==> config.mk <==
export PLATFORM = sky130hd
export DESIGN_NAME = rtc_burst_access
export DESIGN_NICKNAME = d
export VERILOG_FILES = /design/src/rtl/rtc_burst_pkg.sv /design/src/rtl/rtc_cmd_decode.sv /design/src/rtl/rtc_xfer_seq.sv /design/src/rtl/rtc_clock_bank.sv /design/src/rtl/rtc_ram_bank.sv /design/src/rtl/rtc_burst_access.sv
export SDC_FILE = /design/constraint.sdc
export NUM_CORES = 1
export LEC_CHECK = 0
export BUFFER_PORTS_ARGS = -buffer_cell sky130_fd_sc_hd__buf_4
export CAP_MARGIN = 5
export CORE_MARGIN = 2
export CORE_UTILIZATION = 62
export CTS_CLUSTER_DIAMETER = 60
export DETAILED_ROUTE_END_ITERATION = 8
export PLACE_DENSITY_LB_ADDON = 0.05
export SYNTH_ARGS = -nofsm -noshare
export SYNTH_HDL_FRONTEND = slang
export SYNTH_HIERARCHICAL = 1
export SYNTH_SLANG_ARGS = --single-unit
==> constraint.sdc <==
create_clock -name clk -period 2.9 [get_ports clk]
set_input_delay 0.145 -clock clk [delete_from_list [all_inputs] [get_ports clk]]
set_output_delay 0.145 -clock clk [all_outputs]
set_load 0.05 [all_outputs]
==> src/rtl/rtc_burst_pkg.sv <==
package rtc_burst_pkg;
  parameter int DATA_W     = 8;
  parameter int ADDR_W     = 5;
  parameter int CLK_REGS   = 9;
  parameter int CLK_BURST  = 8;
  parameter int RAM_DEPTH  = 31;
  parameter int CTRL_ADDR  = 7;
  parameter int BURST_ADDR = 31;

  typedef struct packed {
    logic              valid;
    logic              rd;
    logic              ram;
    logic              burst;
    logic [ADDR_W-1:0] addr;
  } cmd_t;
endpackage

==> src/rtl/rtc_cmd_decode.sv <==
module rtc_cmd_decode
  import rtc_burst_pkg::*;
(
  input  logic [DATA_W-1:0] cmd_byte_i,
  output cmd_t              cmd_o
);
  always_comb begin
    cmd_o.valid = cmd_byte_i[DATA_W-1];
    cmd_o.ram   = cmd_byte_i[DATA_W-2];
    cmd_o.addr  = cmd_byte_i[ADDR_W:1];
    cmd_o.rd    = cmd_byte_i[0];
    cmd_o.burst = (cmd_byte_i[ADDR_W:1] == ADDR_W'(BURST_ADDR));
  end
endmodule

==> src/rtl/rtc_xfer_seq.sv <==
module rtc_xfer_seq
  import rtc_burst_pkg::*;
#(
  parameter int IDX_W = $clog2(CLK_BURST)
) (
  input  logic              clk,
  input  logic              rst,
  input  logic              abort_i,
  input  logic              cmd_valid_i,
  input  cmd_t              cmd_i,
  input  logic              wr_valid_i,
  input  logic [DATA_W-1:0] wr_data_i,
  input  logic              rd_req_i,
  input  logic              wp_i,
  output logic              clk_we_o,
  output logic [ADDR_W-1:0] clk_waddr_o,
  output logic [DATA_W-1:0] wdata_o,
  output logic              sh_we_o,
  output logic [IDX_W-1:0]  sh_idx_o,
  output logic              commit_o,
  output logic              ram_we_o,
  output logic [ADDR_W-1:0] ram_waddr_o,
  output logic              rd_en_o,
  output logic [ADDR_W-1:0] rd_addr_o,
  output logic              rd_valid_o,
  output logic              rd_sel_ram_o
);
  localparam logic [ADDR_W-1:0] CLK_LAST = ADDR_W'(CLK_BURST - 1);
  localparam logic [ADDR_W-1:0] RAM_LAST = ADDR_W'(RAM_DEPTH - 1);

  logic              act_q, rd_q, ram_q, burst_q, done_q;
  logic [ADDR_W-1:0] addr_q, cnt_q;
  logic              wr_go, rd_go;
  logic [ADDR_W-1:0] last_idx, cur_addr;

  always_comb begin
    wr_go       = wr_valid_i && act_q && !rd_q && !abort_i && !cmd_valid_i;
    rd_go       = rd_req_i && act_q && rd_q && !abort_i && !cmd_valid_i;
    last_idx    = ram_q ? RAM_LAST : CLK_LAST;
    cur_addr    = burst_q ? cnt_q : addr_q;
    clk_we_o    = wr_go && !ram_q && !burst_q;
    clk_waddr_o = addr_q;
    wdata_o     = wr_data_i;
    sh_we_o     = wr_go && !ram_q && burst_q && !done_q;
    sh_idx_o    = cnt_q[IDX_W-1:0];
    commit_o    = sh_we_o && (cnt_q == CLK_LAST);
    ram_we_o    = wr_go && ram_q && !wp_i &&
                  (burst_q ? !done_q : (addr_q < ADDR_W'(RAM_DEPTH)));
    ram_waddr_o = cur_addr;
    rd_en_o     = rd_go;
    rd_addr_o   = cur_addr;
  end

  always_ff @(posedge clk) begin
    if (rst) begin
      act_q   <= 1'b0;
      rd_q    <= 1'b0;
      ram_q   <= 1'b0;
      burst_q <= 1'b0;
      done_q  <= 1'b0;
      addr_q  <= '0;
      cnt_q   <= '0;
    end else if (abort_i) begin
      act_q  <= 1'b0;
      done_q <= 1'b0;
      cnt_q  <= '0;
    end else if (cmd_valid_i) begin
      act_q   <= cmd_i.valid;
      rd_q    <= cmd_i.rd;
      ram_q   <= cmd_i.ram;
      burst_q <= cmd_i.burst;
      addr_q  <= cmd_i.addr;
      done_q  <= 1'b0;
      cnt_q   <= '0;
    end else begin
      if (wr_go && burst_q && !done_q) begin
        if (cnt_q == last_idx) done_q <= 1'b1;
        else                   cnt_q  <= cnt_q + 1'b1;
      end
      if (rd_go && burst_q) begin
        cnt_q <= (cnt_q == last_idx) ? '0 : cnt_q + 1'b1;
      end
    end
  end

  always_ff @(posedge clk) begin
    if (rst) begin
      rd_valid_o   <= 1'b0;
      rd_sel_ram_o <= 1'b0;
    end else begin
      rd_valid_o   <= rd_go;
      rd_sel_ram_o <= ram_q;
    end
  end

  AST_ABORT_IDLE: assert property (@(posedge clk) disable iff (rst)
    abort_i |=> (!act_q && cnt_q == '0));
  AST_BURST_START_ZERO: assert property (@(posedge clk) disable iff (rst)
    (cmd_valid_i && !abort_i && cmd_i.valid && cmd_i.burst) |=> (cnt_q == '0));
  AST_CNT_IN_BANK: assert property (@(posedge clk) disable iff (rst)
    (act_q && !ram_q) |-> (cnt_q <= CLK_LAST));
  AST_NO_STRAY_RD_VALID: assert property (@(posedge clk) disable iff (rst)
    !(rd_req_i && act_q && rd_q) |=> !rd_valid_o);
  AST_RAM_ADDR_RANGE: assert property (@(posedge clk) disable iff (rst)
    ram_we_o |-> (ram_waddr_o <= RAM_LAST));
endmodule

==> src/rtl/rtc_clock_bank.sv <==
module rtc_clock_bank
  import rtc_burst_pkg::*;
#(
  parameter int IDX_W = $clog2(CLK_BURST)
) (
  input  logic              clk,
  input  logic              rst,
  input  logic              abort_i,
  input  logic              we_i,
  input  logic [ADDR_W-1:0] waddr_i,
  input  logic [DATA_W-1:0] wdata_i,
  input  logic              sh_we_i,
  input  logic [IDX_W-1:0]  sh_idx_i,
  input  logic              commit_i,
  input  logic              rd_en_i,
  input  logic [ADDR_W-1:0] rd_addr_i,
  output logic [DATA_W-1:0] rdata_o,
  output logic              wp_o
);
  logic [CLK_REGS-1:0][DATA_W-1:0]  live_q;
  logic [CLK_BURST-1:0][DATA_W-1:0] shadow_q;
  logic [DATA_W-1:0]                rd_sel;

  assign wp_o = live_q[CTRL_ADDR][DATA_W-1];

  // shadow buffer for clock burst writes, cleared on abort
  always_ff @(posedge clk) begin
    if (rst || abort_i) shadow_q <= '0;
    else if (sh_we_i)   shadow_q[sh_idx_i] <= wdata_i;
  end

  for (genvar i = 0; i < CLK_REGS; i++) begin : g_reg
    localparam logic [DATA_W-1:0] MASK =
      (i == CTRL_ADDR) ? {1'b1, {(DATA_W-1){1'b0}}} : {DATA_W{1'b1}};
    localparam bit IS_CTRL = (i == CTRL_ADDR);
    logic commit_hit;
    if (i < CLK_BURST) begin : g_burst
      if (i == CLK_BURST - 1) begin : g_tail
        assign commit_hit = commit_i && !wp_o;
      end else begin : g_body
        assign commit_hit = commit_i && !wp_o;
      end
    end else begin : g_noburst
      assign commit_hit = 1'b0;
    end

    always_ff @(posedge clk) begin
      if (rst) begin
        live_q[i] <= '0;
      end else if (commit_hit) begin
        if (i == CLK_BURST - 1) live_q[i] <= wdata_i & MASK;
        else                    live_q[i] <= shadow_q[i % CLK_BURST] & MASK;
      end else if (we_i && waddr_i == ADDR_W'(i) && (IS_CTRL || !wp_o)) begin
        live_q[i] <= wdata_i & MASK;
      end
    end
  end

  always_comb begin
    rd_sel = '0;
    for (int k = 0; k < CLK_REGS; k++) begin
      if (rd_addr_i == ADDR_W'(k)) rd_sel = live_q[k];
    end
  end

  always_ff @(posedge clk) begin
    if (rst)          rdata_o <= '0;
    else if (rd_en_i) rdata_o <= rd_sel;
  end

  AST_CTRL_LOW_ZERO: assert property (@(posedge clk) disable iff (rst)
    (rd_en_i && rd_addr_i == ADDR_W'(CTRL_ADDR)) |=> (rdata_o[DATA_W-2:0] == '0));
  AST_WP_FREEZE: assert property (@(posedge clk) disable iff (rst)
    (wp_o && !(we_i && waddr_i == ADDR_W'(CTRL_ADDR))) |=> $stable(live_q));
  AST_NO_STORAGE_WRITE: assert property (@(posedge clk) disable iff (rst)
    (we_i && waddr_i >= ADDR_W'(CLK_REGS) && !commit_i) |=> $stable(live_q));
  AST_PARTIAL_BURST_HOLD: assert property (@(posedge clk) disable iff (rst)
    (sh_we_i && !commit_i && !we_i) |=> $stable(live_q));
endmodule

==> src/rtl/rtc_ram_bank.sv <==
module rtc_ram_bank
  import rtc_burst_pkg::*;
(
  input  logic              clk,
  input  logic              rst,
  input  logic              we_i,
  input  logic [ADDR_W-1:0] waddr_i,
  input  logic [DATA_W-1:0] wdata_i,
  input  logic              rd_en_i,
  input  logic [ADDR_W-1:0] rd_addr_i,
  output logic [DATA_W-1:0] rdata_o
);
  logic [DATA_W-1:0] mem [RAM_DEPTH];

  always_ff @(posedge clk) begin
    if (we_i) mem[waddr_i] <= wdata_i;
  end

  always_ff @(posedge clk) begin
    if (rst)          rdata_o <= '0;
    else if (rd_en_i) rdata_o <= (rd_addr_i < ADDR_W'(RAM_DEPTH)) ? mem[rd_addr_i] : '0;
  end
endmodule

==> src/rtl/rtc_burst_access.sv <==
module rtc_burst_access
  import rtc_burst_pkg::*;
(
  input  logic              clk,
  input  logic              rst,
  input  logic              xfer_abort_i,
  input  logic              cmd_valid_i,
  input  logic [DATA_W-1:0] cmd_byte_i,
  input  logic              wr_valid_i,
  input  logic [DATA_W-1:0] wr_byte_i,
  input  logic              rd_req_i,
  output logic              rd_valid_o,
  output logic [DATA_W-1:0] rd_byte_o
);
  localparam int IDX_W = $clog2(CLK_BURST);

  cmd_t              cmd;
  logic              clk_we, sh_we, commit, ram_we, rd_en, rd_sel_ram, wp;
  logic [ADDR_W-1:0] clk_waddr, ram_waddr, rd_addr;
  logic [DATA_W-1:0] wdata, clk_rdata, ram_rdata;
  logic [IDX_W-1:0]  sh_idx;

  rtc_cmd_decode u_dec (.cmd_byte_i(cmd_byte_i), .cmd_o(cmd));

  rtc_xfer_seq #(.IDX_W(IDX_W)) u_seq (
    .clk(clk), .rst(rst), .abort_i(xfer_abort_i),
    .cmd_valid_i(cmd_valid_i), .cmd_i(cmd),
    .wr_valid_i(wr_valid_i), .wr_data_i(wr_byte_i),
    .rd_req_i(rd_req_i), .wp_i(wp),
    .clk_we_o(clk_we), .clk_waddr_o(clk_waddr), .wdata_o(wdata),
    .sh_we_o(sh_we), .sh_idx_o(sh_idx), .commit_o(commit),
    .ram_we_o(ram_we), .ram_waddr_o(ram_waddr),
    .rd_en_o(rd_en), .rd_addr_o(rd_addr),
    .rd_valid_o(rd_valid_o), .rd_sel_ram_o(rd_sel_ram)
  );

  rtc_clock_bank #(.IDX_W(IDX_W)) u_clk (
    .clk(clk), .rst(rst), .abort_i(xfer_abort_i),
    .we_i(clk_we), .waddr_i(clk_waddr), .wdata_i(wdata),
    .sh_we_i(sh_we), .sh_idx_i(sh_idx), .commit_i(commit),
    .rd_en_i(rd_en && !rd_sel_ram_next()), .rd_addr_i(rd_addr),
    .rdata_o(clk_rdata), .wp_o(wp)
  );

  function automatic logic rd_sel_ram_next();
    return cmd_ram_q;
  endfunction

  logic cmd_ram_q;
  always_ff @(posedge clk) begin
    if (rst) cmd_ram_q <= 1'b0;
    else if (cmd_valid_i && !xfer_abort_i) cmd_ram_q <= cmd.ram;
  end

  rtc_ram_bank u_ram (
    .clk(clk), .rst(rst),
    .we_i(ram_we), .waddr_i(ram_waddr), .wdata_i(wdata),
    .rd_en_i(rd_en && cmd_ram_q), .rd_addr_i(rd_addr),
    .rdata_o(ram_rdata)
  );

  assign rd_byte_o = rd_sel_ram ? ram_rdata : clk_rdata;
endmodule

* Word-level counts from Yosys, hierarchy flattened
Memories as Yosys holds them, arrays and structs flattened. Index checks and enable logic that the tools add are counted.
Cells by class: add/sub/neg operators 1, bitwise operators 1, div/mod/pow operators 0, mux-type cells 39, shift-type cells 0, equal/unequal tests 20, magnitude comparators 4, reductions and logical operators 66, multiply operators 0
Operators with widths (count):
- 2-to-1 mux 8 bit | 28
- bitwise mux 64 bit | 1
- equality test 5 x 3 -> 1 bit (second input constant) | 9
- logical AND 1 bit | 41
- 2-to-1 mux 5 bit | 6
- demux 8 bit (select 3 bit) | 1
- equality test 5 x 2 -> 1 bit (second input constant) | 4
- nonzero test 2 bit | 9
- equality test 5 x 1 -> 1 bit (second input constant) | 2
- equality test 5 x 4 -> 1 bit (second input constant) | 2
- zero test 5 bit | 2
- < comparator 5 bit (second input constant) | 2
- zero test 1 bit | 8
- AND reduction 2 bit | 3
- adder 5 x 1 -> 5 bit (second input constant) | 1
- equality test 5 bit | 1
- equality test 5 bit (second input constant) | 1
- < comparator 3 x 4 -> 1 bit (second input constant) | 1
- greater-or-equal comparator 3 x 1 -> 1 bit (second input constant) | 1
- 2-to-1 mux 1 bit | 3
- OR reduction 3 bit | 1
- inequality test 2 bit (second input constant) | 1
- OR reduction 2 bit | 1
- logical OR 1 bit | 1
- inverter 1 bit | 1
Storage, ports and cells: logic and storage cells 161, register bits after elaboration 163, input bits 22, memories 1, memory bits (writable) 248, bits in latches 0, output and inout port bits 9, bits in read-only memories 0
Memories:
- u_ram.mem | words 31, bits a word 8, rd ports 1, clocked after Yosys merged registers in 0, wr ports 1, RTL line rtc_ram_bank.sv:13 | logic [DATA_W-1:0] mem [RAM_DEPTH];

* Longest topological paths before layout
depth after elaboration 11, mapped depth 11, mapped depth without buffers 9

* By module
Netlist, hierarchy kept.
By module, submodules not included:
- rtc_ram_bank | area each 10128.5 µm², cells each 526, instances 1, sequential area each 7607.3 µm²
- rtc_clock_bank | area each 5836.8 µm², cells each 693, instances 1, sequential area each 2582.5 µm²
- rtc_xfer_seq | area each 1053.5 µm², cells each 120, instances 1, sequential area each 340.3 µm²
- rtc_burst_access | area each 192.7 µm², cells each 16, instances 1, sequential area each 20.0 µm²
- rtc_cmd_decode | area each 72.6 µm², cells each 11, instances 1, sequential area each 0.0 µm²

* Worst setup path before layout
OpenSTA, ideal clock, no wires.
path kind flip-flop to flip-flop, start register u_seq.burst_q, end register u_clk.rdata_o[0], required time 2825 ps, period minus slack after synthesis 2676 ps, path slack 224 ps, buffers on the path 4, stages on the path, launching flop included 10, setup time 75 ps, data arrival time 2601 ps, cell sequence dfxtp_1 -> clkbuf_1 -> mux2_2 -> buf_4 -> buf_2 -> or4b_2 -> buf_2 -> nor2_1 -> nand2_1 -> a31oi_1
On the way: word-level cells in the longest chain between the ends 11, elaborated cells between the ends (all ways) 19, classes of those cells 8 x eq/ne; 10 x mux; 1 x reduce/logical
RTL lines:
- start: declaration | RTL line rtc_xfer_seq.sv:31 | logic act_q, rd_q, ram_q, burst_q, done_q;
- start signal: assignment | RTL line rtc_xfer_seq.sv:71 | burst_q <= cmd_i.burst;
- 2-to-1 mux 5 bit * | RTL line rtc_xfer_seq.sv:40 | cur_addr = burst_q ? cnt_q : addr_q;
- via ram_waddr[2] | RTL line rtc_burst_access.sv:19 | logic [ADDR_W-1:0] clk_waddr, ram_waddr, rd_addr;
- zero test 5 bit | RTL line rtc_clock_bank.sv:62 | if (rd_addr_i == ADDR_W'(k)) rd_sel = live_q[k];
- 2-to-1 mux 8 bit (8 in a row) | RTL line rtc_clock_bank.sv:62
- 2-to-1 mux 8 bit * | RTL line rtc_clock_bank.sv:62
- end signal: assignment | RTL line rtc_clock_bank.sv:68 | else if (rd_en_i) rdata_o <= rd_sel;
- end: declaration | RTL line rtc_clock_bank.sv:17 | output logic [DATA_W-1:0] rdata_o,
Mark *: on every way through the listed nets, which the timed path passes. The rest lies on a longest branch. A chain may end at the register's enable or synchronous reset.

* Final worst setup path
start register u_seq.burst_q, end register u_ram.rdata_o[0]
On the way: word-level cells in the longest chain between the ends 3, elaborated cells between the ends (all ways) 4, classes of those cells 1 x order compare; 2 x mux; 1 x memory
RTL lines:
- 2-to-1 mux 5 bit * | RTL line rtc_xfer_seq.sv:40
- via ram_waddr[0] | RTL line rtc_burst_access.sv:19
- memory (31 x 8 bit) or < comparator 5 bit (tied branches)
- 2-to-1 mux 8 bit * | RTL line rtc_ram_bank.sv:21 | else if (rd_en_i) rdata_o <= (rd_addr_i < ADDR_W'(RAM_DEPTH)) ? mem[rd_addr_i] : '0;
- end signal: assignment | RTL line rtc_ram_bank.sv:21
- end: declaration | RTL line rtc_ram_bank.sv:11 | output logic [DATA_W-1:0] rdata_o
Marked as above.

==> out/metrics.cfg <==
[route]
remaining_drc_errors = 0
wl_per_cell_um = 22.8
drt_iter0_markers = 1023
vias_per_cell = 6.14
antenna_left = 0
finalWirelength_um = 41700
first_pass_iters = 6
route.vias.total = 11300

[final_layout]
synthToLayoutAreaGrowth_pct = 12.8
final_area_sq_mm = 0.0195
drive_gt1_share_pct = 17.7
seqCellArea_sq_mm = 0.0106
fill_cells = 1994
nets = 1448
final_core_util_pct = 70.6
diodes = 0
multi_input_area_sq_mm = 0.00613

[synthesis]
synthCells = 1366
yosysTopAreaCellShare_pct = 43.1
synthTopCellsByArea = edfxtp_1 (43%), dfxtp_1 (18%), mux2i_1 (6.8%)
syn_nets = 1389
synth.avg_cell_area_sq_um = 12.7
seq_area_frac_synth_pct = 61.0
ys_warn_count = 6
async_flop_share_pct = 0
synth_edf_count = 248
yosysMostFrequentCell = edfxtp_1
ys_ff_latch = 403
synth_cell_types = 70
ys.flop_type = edfxtp_1
yosys.area.top_type = edfxtp_1
syn_area_sq_mm = 0.0173
netlist_top_cells_count = edfxtp_1 (248), dfxtp_1 (155), nand2_1 (146)

[timing]
post-route-period-util_pct = 94.8
finalWorstSetupSlack_ns = 0.152
finClkSkew_ns = 0.00910
tns_ns = 0
maxSlewHeadroom_pct = 22.0
fmax_ghz = 0.364
drv_slew = 0
setup_violations = 0
worst_pin_slew_ns = 1.17
finalHoldViolations = 0
rsz0062_at_grt = false
min_period_ns = 2.75

[setup_path]
cp-start-kind = register
cp_data_required_time_ns = 3.28
cp_max_fo = 30
criticalPathCategory = reg2reg
crit_path_end_kind = register
critPathArrivalTime_ns = 3.13

[pwr]
switchingPower_mw = 2.44
p_int_mw = 9.22
p_per_area_mw_per_mm2 = 598
power_mw = 11.7
p_leak_nw = 6.64
seqPwrFrac_pct = 52.2
vdd_drop_max_v = 0.000371
swShare_pct = 20.9
p_clk_share_pct = 43.3
power_frac_comb_pct = 4.5

[floorplanning]
start_util_pct = 62.6
die-area_sq_mm = 0.0292
coreArea_sq_mm = 0.0276
row_count = 61
pin_count = 31
die-width_um = 171
die_y_um = 171

[worst_hold_path]
hp-class = in2reg

[place]
gp_congestion = 0.900
hpwl_um = 26200
post-place-ws_ns = 0.169
port_buffers = 30
placed_cell_area_sq_mm = 0.0181

[clocking]
cts_tree = built
insertion_delay_ns = 0.52
cts_inserted_buffers = 40
clock-sinks = 403
clk_path_buf_depth = 3
clock-root-buffer = clkbuf_16
postCtsSetupRepairBufs = 0
clkSlewWorstSetupHoldPaths_ns = 0.06
htree_levels = 2

[global_route]
grt_max_degree = 67
grt_first_pass_wirelength_um = 64000
overflow = 0
grt_pass1_vias = 10800
antenna_found_initial = 0
grt.total_usage_pct = 29.2

[flow_run]
max_cap_violations = 0

[status]
status = finished, final reports clean

-- path summary, 6_finish.rpt --
kind,from,cells past startpoint,end,slack (ns)
worst min-delay path,rst,2,u_seq/ram_q,0.009
worst min register to register,u_clk/shadow_q[17],2,u_clk/shadow_q[17],0.45
worst max register to register,u_seq/burst_q,7,u_ram/rdata_o[0],0.15
worst max-delay path,u_seq/burst_q,7,u_ram/rdata_o[0],0.15
-- critical path, stage by stage, from the launching register on --
cell       delay (ns)
dfxtp_1          0.59
mux2_8           0.46
buf_12           0.27
buf_12           0.19
mux2i_1          0.33
o22ai_1          0.16
a2111oi_1        0.49
a211oi_1         0.09
-- timing repair --
item                       4_1_cts  5_1_grt
setup endpoints to repair        0        5
hold endpoints to repair         9        0
hold buffers                    10        0
resized for setup                0        1
-- state kept, by name (all words and copies together), names as in the netlist, 5 cells and up --
name / cells
u_ram/mem: 248
u_clk/live_q: 64
u_clk/shadow_q: 56
u_clk/rdata_o: 8
u_ram/rdata_o: 8
u_seq/clk_waddr_o: 5
u_seq/cnt_q: 5
-- power groups by stage --
stage          clock [mW]  sequential, mW  combinational (mW)
6_report             5.05            6.09               0.526
5_1_grt              5.35            6.08               0.560
4_1_cts              5.13            6.09               0.524
3_5_place_dp            0            6.21               0.511
3_3_place_gp            0            6.21               0.504
2_1_floorplan           0            6.21               0.347
-- kinds of logic (layout without fill, tap and decap cells) --
family | count (synthesis) | in the layout | synth area share [%]
fa+ha+maj | 1 | 1 | 0.0724
flops | 403 | 403 | 61.0
mux | 178 | 178 | 13.7
compound gates | 246 | 246 | 9.86
simple gates | 420 | 420 | 11.5
buf+inv | 118 | 207 | 3.75
-- metal layers --
| layer | share of wire (%) | wire length [um] | global-route usage [%] | vias up |
|---|---|---|---|---|
| li1 | - | - | - | 5226 |
| met5 | 0 | 0 | 0 | - |
| met4 | 3.3 | 1390 | 10.1 | 0 |
| met1 | 42 | 17700 | 39.5 | 5575 |
| met3 | 5.6 | 2330 | 4.60 | 85 |
| met2 | 49 | 20400 | 48.4 | 377 |
-- layout make-up --
cell class | count | share of cell area [%]
Clock buffer | 52 | 5.68
Sequential cell | 403 | 54.1
Multi-Input combinational cell | 845 | 31.4
Inverter | 9 | 0.173
Clock inverter | 20 | 0.917
Timing Repair Buffer | 126 | 5.30
Tap cell | 378 | 2.42
-- per-stage QoR --
step,hold WS [ns],std cells
2_1_floorplan,0.217,1366
6_report,0.00923,1833
3_5_place_dp,0.387,1751
3_3_place_gp,0.383,1751
4_1_cts,0.00628,1833
5_1_grt,0.0144,1833
-- layout by cell type, fill, tap and decap left out, types with 5 or more instances in the layout --
cell type / count
inv_1: 8
a31oi_1: 11
nand4_1: 5
o221ai_1: 14
a211oi_1: 64
dlygate4sd3_1: 10
clkbuf_16: 41
o21ai_1: 7
clkbuf_1: 7
edfxtp_1: 248
mux2i_1: 118
clkinv_2: 10
buf_12: 5
o211ai_1: 10
mux2_4: 8
mux4_2: 42
a221oi_1: 7
nor3_1: 10
o21a_1: 9
nand3_1: 12
nor2_1: 140
nand3b_1: 22
buf_4: 111
nand2b_1: 14
o21ai_0: 8
o22ai_1: 13
a21oi_1: 74
a211o_1: 7
dfxtp_1: 155
nand2_1: 146
mux2_2: 7
and3_1: 7
nor2b_1: 30
(Power assumes the default switching activity.)
